**config.mk**
```make
export PLATFORM = sky130hd
export DESIGN_NAME = pfu_dispatch
export DESIGN_NICKNAME = d
export VERILOG_FILES = /design/src/rtl/pfu_pkg.sv /design/src/rtl/pfu_cfg_store.sv /design/src/rtl/pfu_tag_match.sv /design/src/rtl/pfu_op_alu.sv /design/src/rtl/pfu_dispatch.sv
export SDC_FILE = /design/constraint.sdc
export NUM_CORES = 1
export LEC_CHECK = 0
export ABC_AREA = 1
export BUFFER_PORTS_ARGS = -buffer_cell sky130_fd_sc_hd__buf_4
export CAP_MARGIN = 20
export CORE_ASPECT_RATIO = 1.5
export CORE_MARGIN = 2
export CORE_UTILIZATION = 39
export DETAILED_ROUTE_END_ITERATION = 8
export MAX_ROUTING_LAYER = met4
export PLACE_DENSITY = 0.69
export SYNTH_ARGS = -nofsm -noshare
export SYNTH_HDL_FRONTEND = slang
export SYNTH_SLANG_ARGS = --single-unit
```
**constraint.sdc**
```tcl
create_clock -name clk -period 4.9 [get_ports clk]
set_input_delay 0.245 -clock clk [delete_from_list [all_inputs] [get_ports clk]]
set_output_delay 0.245 -clock clk [all_outputs]
set_load 0.01 [all_outputs]
```
**src/rtl/pfu_pkg.sv**
```systemverilog
`timescale 1ns/1ps
// Shared definitions for the programmable functional unit: operation
// selector encodings. Assumes a 4-bit selector field.
package pfu_pkg;
    typedef enum logic [3:0] {
        OP_ADD  = 4'd0,
        OP_SUB  = 4'd1,
        OP_AND  = 4'd2,
        OP_OR   = 4'd3,
        OP_XOR  = 4'd4,
        OP_POPC = 4'd5,
        OP_BREV = 4'd6,
        OP_ADD3 = 4'd7,
        OP_BSEL = 4'd8
    } pfu_op_e;
endpackage

```
**src/rtl/pfu_cfg_store.sv**
```systemverilog
`timescale 1ns/1ps
// Resident configuration table: one valid bit, tag and selector per slot.
// Assumes one write per cycle; reset invalidates all slots synchronously.
module pfu_cfg_store #(
    parameter int SLOTS = 4,
    parameter int FN_W  = 11,
    parameter int SEL_W = 4,
    localparam int IDX_W = (SLOTS > 1) ? $clog2(SLOTS) : 1
) (
    input  logic                             clk,
    input  logic                             rst_n,
    input  logic                             wr_en,
    input  logic [IDX_W-1:0]                 wr_idx,
    input  logic [FN_W-1:0]                  wr_tag,
    input  logic [SEL_W-1:0]                 wr_sel,
    output logic [SLOTS-1:0]                 slot_vld,
    output logic [SLOTS-1:0][FN_W-1:0]       slot_tag,
    output logic [SLOTS-1:0][SEL_W-1:0]      slot_sel
);
    for (genvar s = 0; s < SLOTS; s++) begin : g_slot
        // Update one slot when it is the load target; clear valid on reset.
        always_ff @(posedge clk) begin
            if (!rst_n) begin
                slot_vld[s] <= 1'b0;
                slot_tag[s] <= '0;
                slot_sel[s] <= '0;
            end else if (wr_en && (wr_idx == IDX_W'(s))) begin
                slot_vld[s] <= 1'b1;
                slot_tag[s] <= wr_tag;
                slot_sel[s] <= wr_sel;
            end
        end
    end
endmodule

```
**src/rtl/pfu_tag_match.sv**
```systemverilog
`timescale 1ns/1ps
// Compares a requested function number against all resident tags and
// returns the selector of the lowest-index matching valid slot.
// Assumes the table is stable during the cycle (pure combinational).
module pfu_tag_match #(
    parameter int SLOTS = 4,
    parameter int FN_W  = 11,
    parameter int SEL_W = 4
) (
    input  logic [FN_W-1:0]             req_fn,
    input  logic [SLOTS-1:0]            slot_vld,
    input  logic [SLOTS-1:0][FN_W-1:0]  slot_tag,
    input  logic [SLOTS-1:0][SEL_W-1:0] slot_sel,
    output logic                        hit,
    output logic [SEL_W-1:0]            hit_sel
);
    logic [SLOTS-1:0] match_vec;

    for (genvar s = 0; s < SLOTS; s++) begin : g_cmp
        assign match_vec[s] = slot_vld[s] && (slot_tag[s] == req_fn);
    end

    // Priority pick: scan from the top so the lowest index wins last.
    always_comb begin
        hit_sel = '0;
        for (int s = SLOTS - 1; s >= 0; s--) begin
            if (match_vec[s]) hit_sel = slot_sel[s];
        end
    end

    assign hit = |match_vec;
endmodule

```
**src/rtl/pfu_op_alu.sv**
```systemverilog
`timescale 1ns/1ps
// Fixed menu of combinational operations chosen by a selector.
// Unused selector codes give zero. Arithmetic wraps at DATA_W bits.
module pfu_op_alu
    import pfu_pkg::*;
#(
    parameter int DATA_W = 32,
    parameter int SEL_W  = 4,
    localparam int CNT_W = $clog2(DATA_W + 1)
) (
    input  logic [SEL_W-1:0]  sel,
    input  logic [DATA_W-1:0] a,
    input  logic [DATA_W-1:0] b,
    input  logic [DATA_W-1:0] c,
    output logic [DATA_W-1:0] y
);
    logic [CNT_W-1:0]  ones;
    logic [DATA_W-1:0] rev;

    // Count set bits of the first operand.
    always_comb begin
        ones = '0;
        for (int i = 0; i < DATA_W; i++) ones = ones + CNT_W'(a[i]);
    end

    // Mirror the first operand's bit order.
    always_comb begin
        for (int i = 0; i < DATA_W; i++) rev[i] = a[DATA_W-1-i];
    end

    // Select the requested operation.
    always_comb begin
        case (sel)
            OP_ADD:  y = a + b;
            OP_SUB:  y = a - b;
            OP_AND:  y = a & b;
            OP_OR:   y = a | b;
            OP_XOR:  y = a ^ b;
            OP_POPC: y = DATA_W'(ones);
            OP_BREV: y = rev;
            OP_ADD3: y = a + b + c;
            OP_BSEL: y = (a & c) | (b & ~c);
            default: y = '0;
        endcase
    end
endmodule

```
**src/rtl/pfu_dispatch.sv**
```systemverilog
`timescale 1ns/1ps
// Programmable functional unit: resolves a custom instruction's function
// number against resident configurations, returns the result the same
// cycle on a hit and raises a miss fault otherwise. Holds no data state.
module pfu_dispatch #(
    parameter int SLOTS  = 4,
    parameter int FN_W   = 11,
    parameter int SEL_W  = 4,
    parameter int DATA_W = 32,
    localparam int IDX_W = (SLOTS > 1) ? $clog2(SLOTS) : 1
) (
    input  logic              clk,
    input  logic              rst_n,
    input  logic              iss_vld,
    input  logic [FN_W-1:0]   iss_fn,
    input  logic [DATA_W-1:0] opnd_a,
    input  logic [DATA_W-1:0] opnd_b,
    input  logic [DATA_W-1:0] opnd_c,
    input  logic              ld_en,
    input  logic [IDX_W-1:0]  ld_slot,
    input  logic [FN_W-1:0]   ld_fn,
    input  logic [SEL_W-1:0]  ld_op,
    output logic [DATA_W-1:0] res_data,
    output logic              res_vld,
    output logic              res_miss
);
    logic [SLOTS-1:0]             slot_vld;
    logic [SLOTS-1:0][FN_W-1:0]   slot_tag;
    logic [SLOTS-1:0][SEL_W-1:0]  slot_sel;
    logic                         hit;
    logic [SEL_W-1:0]             hit_sel;
    logic [DATA_W-1:0]            alu_y;

    pfu_cfg_store #(.SLOTS(SLOTS), .FN_W(FN_W), .SEL_W(SEL_W)) u_store (
        .clk(clk), .rst_n(rst_n),
        .wr_en(ld_en), .wr_idx(ld_slot), .wr_tag(ld_fn), .wr_sel(ld_op),
        .slot_vld(slot_vld), .slot_tag(slot_tag), .slot_sel(slot_sel)
    );

    pfu_tag_match #(.SLOTS(SLOTS), .FN_W(FN_W), .SEL_W(SEL_W)) u_match (
        .req_fn(iss_fn), .slot_vld(slot_vld), .slot_tag(slot_tag),
        .slot_sel(slot_sel), .hit(hit), .hit_sel(hit_sel)
    );

    pfu_op_alu #(.DATA_W(DATA_W), .SEL_W(SEL_W)) u_alu (
        .sel(hit_sel), .a(opnd_a), .b(opnd_b), .c(opnd_c), .y(alu_y)
    );

    // Qualify the match with the issue strobe and gate the result.
    always_comb begin
        res_vld  = iss_vld && hit;
        res_miss = iss_vld && !hit;
        res_data = res_vld ? alu_y : '0;
    end
endmodule

```
==> qor.csv <==
metric;value;unit
Yosys top cell area share;15.01;%
post-route ant nets;0;
via-per-instance ratio;5.488;
FP Rows;81;
Root Buffer;clkbuf_16;
Post-Synthesis Mean Instance Area;5.736;um^2
CTS tree;done;
CORE AREA;32530;um^2
initial DRC count;1204;
vias in the first global route;16180;
setup violators final;5;
top layer in use;met4;
Setup TNS;-1.677;ns
Slew HR;28.49;%
Synth area leader;nand2_1;
share of cells above drive strength 1;21.47;%
Tmin final;5.372;ns
HP Class;in -> reg;
Avg WL per Cell;22.58;um
synth top area cells;nand2_1 15%, ha_1 13%, dfxtp_1 10%;
Slew @ Worst Pin;1.061;ns
fin crit share;109.6;%
Starting Density;39.42;%
CTS clk-pin slew, worst paths;0.06;ns
RSZ-0062 raised after global routing;true;
initial antenna violation count;2;
Skew-Pair Late Insertion Delay;0.35;ns
Yosys cell types;54;
Syn Nets;2527;
Pins Over Slew Limit;0;
Pleak;0.008690;uW
via count;16580;
global placement routability congestion;1.092;
commonest non-fill, non-tap cell in the layout;nand2_1;
Inserted Clock Buffers;9;
crit path max fanout;2;
type of origin of the critical path;input pin;
failing checks;negative setup slack;
WS Path Type;in -> out;
hold path cells;3;
MaxCap Viol Count;0;
post-DP HPWL;58.51;mm
most frequent cells in the layout;507 x nand2_1, 406 x buf_4, 303 x inv_1;
H-tree depth;3;
number of remaining DRC errors;0;
final wirelength;68.23;mm
register area share after synthesis;9.990;%
Power Density;253.5;nW/um^2
First-pass DRT Iterations;6;
Layout fillers;3447;
I/O pin count;162;
Area growth syn-to-layout;30.20;%
M1 wire length;23.79;mm
largest net degree at the start of global routing;62;
fin util;51.33;%
EDFF count, synth;0;
Post-Syn Area;12820;um^2
All-Layer GR Usage;39.61;%
first-pass GRT wire length;98.21;mm
status;finished with violations;
path depth of the worst reg2reg path;2;
top_reg_cell synth;dfxtp_1;
CTS hold repair buffers;0;
Worst Path Required;4.66;ns
met2 wire length;34.20;mm
DR WL met3;3.321;mm
Max VDD drop;407.0;uV
final setup margin;-0.4724;ns
total gr overflow;0;
number of port buffers;161;
synthesized instance count;2236;
Clock Skew;0;ns
Chip Width;152.1;um
Yosys Warn Count;0;
ys async rst share;0;%
arrival time at the worst endpoint;5.13;ns
crit path capture type;output pin;
nets;2890;
DIE HEIGHT;226.1;um
total power draw;4232;uW
CTS Buffer Depth;2;
Yosys reg bits;64;
final hold vios;0;
CTS sink cnt;64;
Max Fclk;186.1;MHz
Die ar.;34380;um^2
[area by class of cell]
cell class	instances	area, um^2	share of cell area [%]
Inverter	336	1266	7.583
Timing Repair Buffer	410	3093	18.52
Tap cell	415	519.2	3.110
Antenna cell	2	5.005	0.02997
Multi-Input combinational cell	1778	10230	61.24
Clock buffer	10	239.0	1.431
Clock inverter	6	68.82	0.4121
Sequential cell	64	1281	7.673
[cells in the mapped netlist, drive strengths merged, types with 2 or more instances]
cell type	n
a21boi	3
a21o	15
a21oi	199
a31oi	8
and2	3
buf	21
clkbuf	37
clkinv	4
dfxtp	64
fa	27
ha	136
inv	332
nand2	532
nand3	173
nand3b	16
nand4	36
nor2	291
nor3	15
nor4	9
o211ai	7
o21a	10
o21ai	203
o21bai	6
o22ai	2
or2	23
xnor2	6
xor2	50
[path summary, 6_finish.rpt]
kind                         from                   end  slack, ns
max                     opnd_a[1]           res_data[4]      -0.47
min                      ld_fn[8]   u_store.slot_tag[8]       0.14
max reg2reg   u_store.slot_tag[0]   u_store.slot_tag[0]       4.21
min reg2reg  u_store.slot_tag[30]  u_store.slot_tag[30]       0.46
[routing by layer]
layer | track usage (%) | vias to the layer above
li1 | - | 7939
met1 | 38.85 | 7654
met2 | 70.98 | 745
met3 | 3.608 | 242
met4 | 33.07 | 0
met5 | - | -
[state kept, by name, indices dropped and copies added, names as in the netlist]
signal	flops
u_store.slot_sel	16
u_store.slot_tag	44
u_store.slot_vld	4
[critical path, cell delays in order]
cell     delay [ns]
buf_6          0.10
ha_4           0.25
inv_2          0.03
fa_2           0.56
fa_1           0.43
fa_2           0.54
fa_1           0.42
fa_1           0.52
fa_1           0.44
fa_2           0.38
fa_2           0.39
o21ai_2        0.13
xor2_1         0.15
nand3_1        0.09
nand3_1        0.10
nor2_1         0.06
a21oi_2        0.15
buf_4          0.14
[power by group]
part	leakage [uW]	switching, uW	internal, uW
combinational	0.00803	1700	1300
clock	0.000137	261	408
sequential	0.000524	16.5	548
total	0.00869	1980	2260
[logic make-up (layout without fill, tap and decap cells)]
group,after synthesis,after routing,synth area share [%]
compound gates,459,459,19.20
flops,64,64,9.990
buf+inv,394,762,12.01
xor+xnor,56,56,3.824
simple gates,1100,1100,37.49
other cells,0,2,0
fa+ha+maj,163,163,17.48
[per-stage QoR]
| stage | instance area, um^2 | hold WS, ns | instances | setup slack [ns] |
|---|---|---|---|---|
| floorplan | 12850 | 0.3799 | 2236 | -0.05538 |
| global placement | 16170 | 0.4464 | 3002 | -0.5958 |
| detailed placement | 16170 | 0.4492 | 3002 | -0.6236 |
| CTS | 16530 | 0.1471 | 3019 | -0.4544 |
| global route | 16700 | 0.1672 | 3021 | -0.5743 |
| finish | 16700 | 0.1432 | 3021 | -0.4724 |
[timing repair]
item | 4_1_cts | 5_1_grt
cloned | 0 | 0
pin swaps | 13 | 6
buffers inserted | 1 | 0
setup endpoints to repair | 10 | 18
gates resized for setup | 13 | 39
No activity file was read; power rests on OpenSTA's default activity.
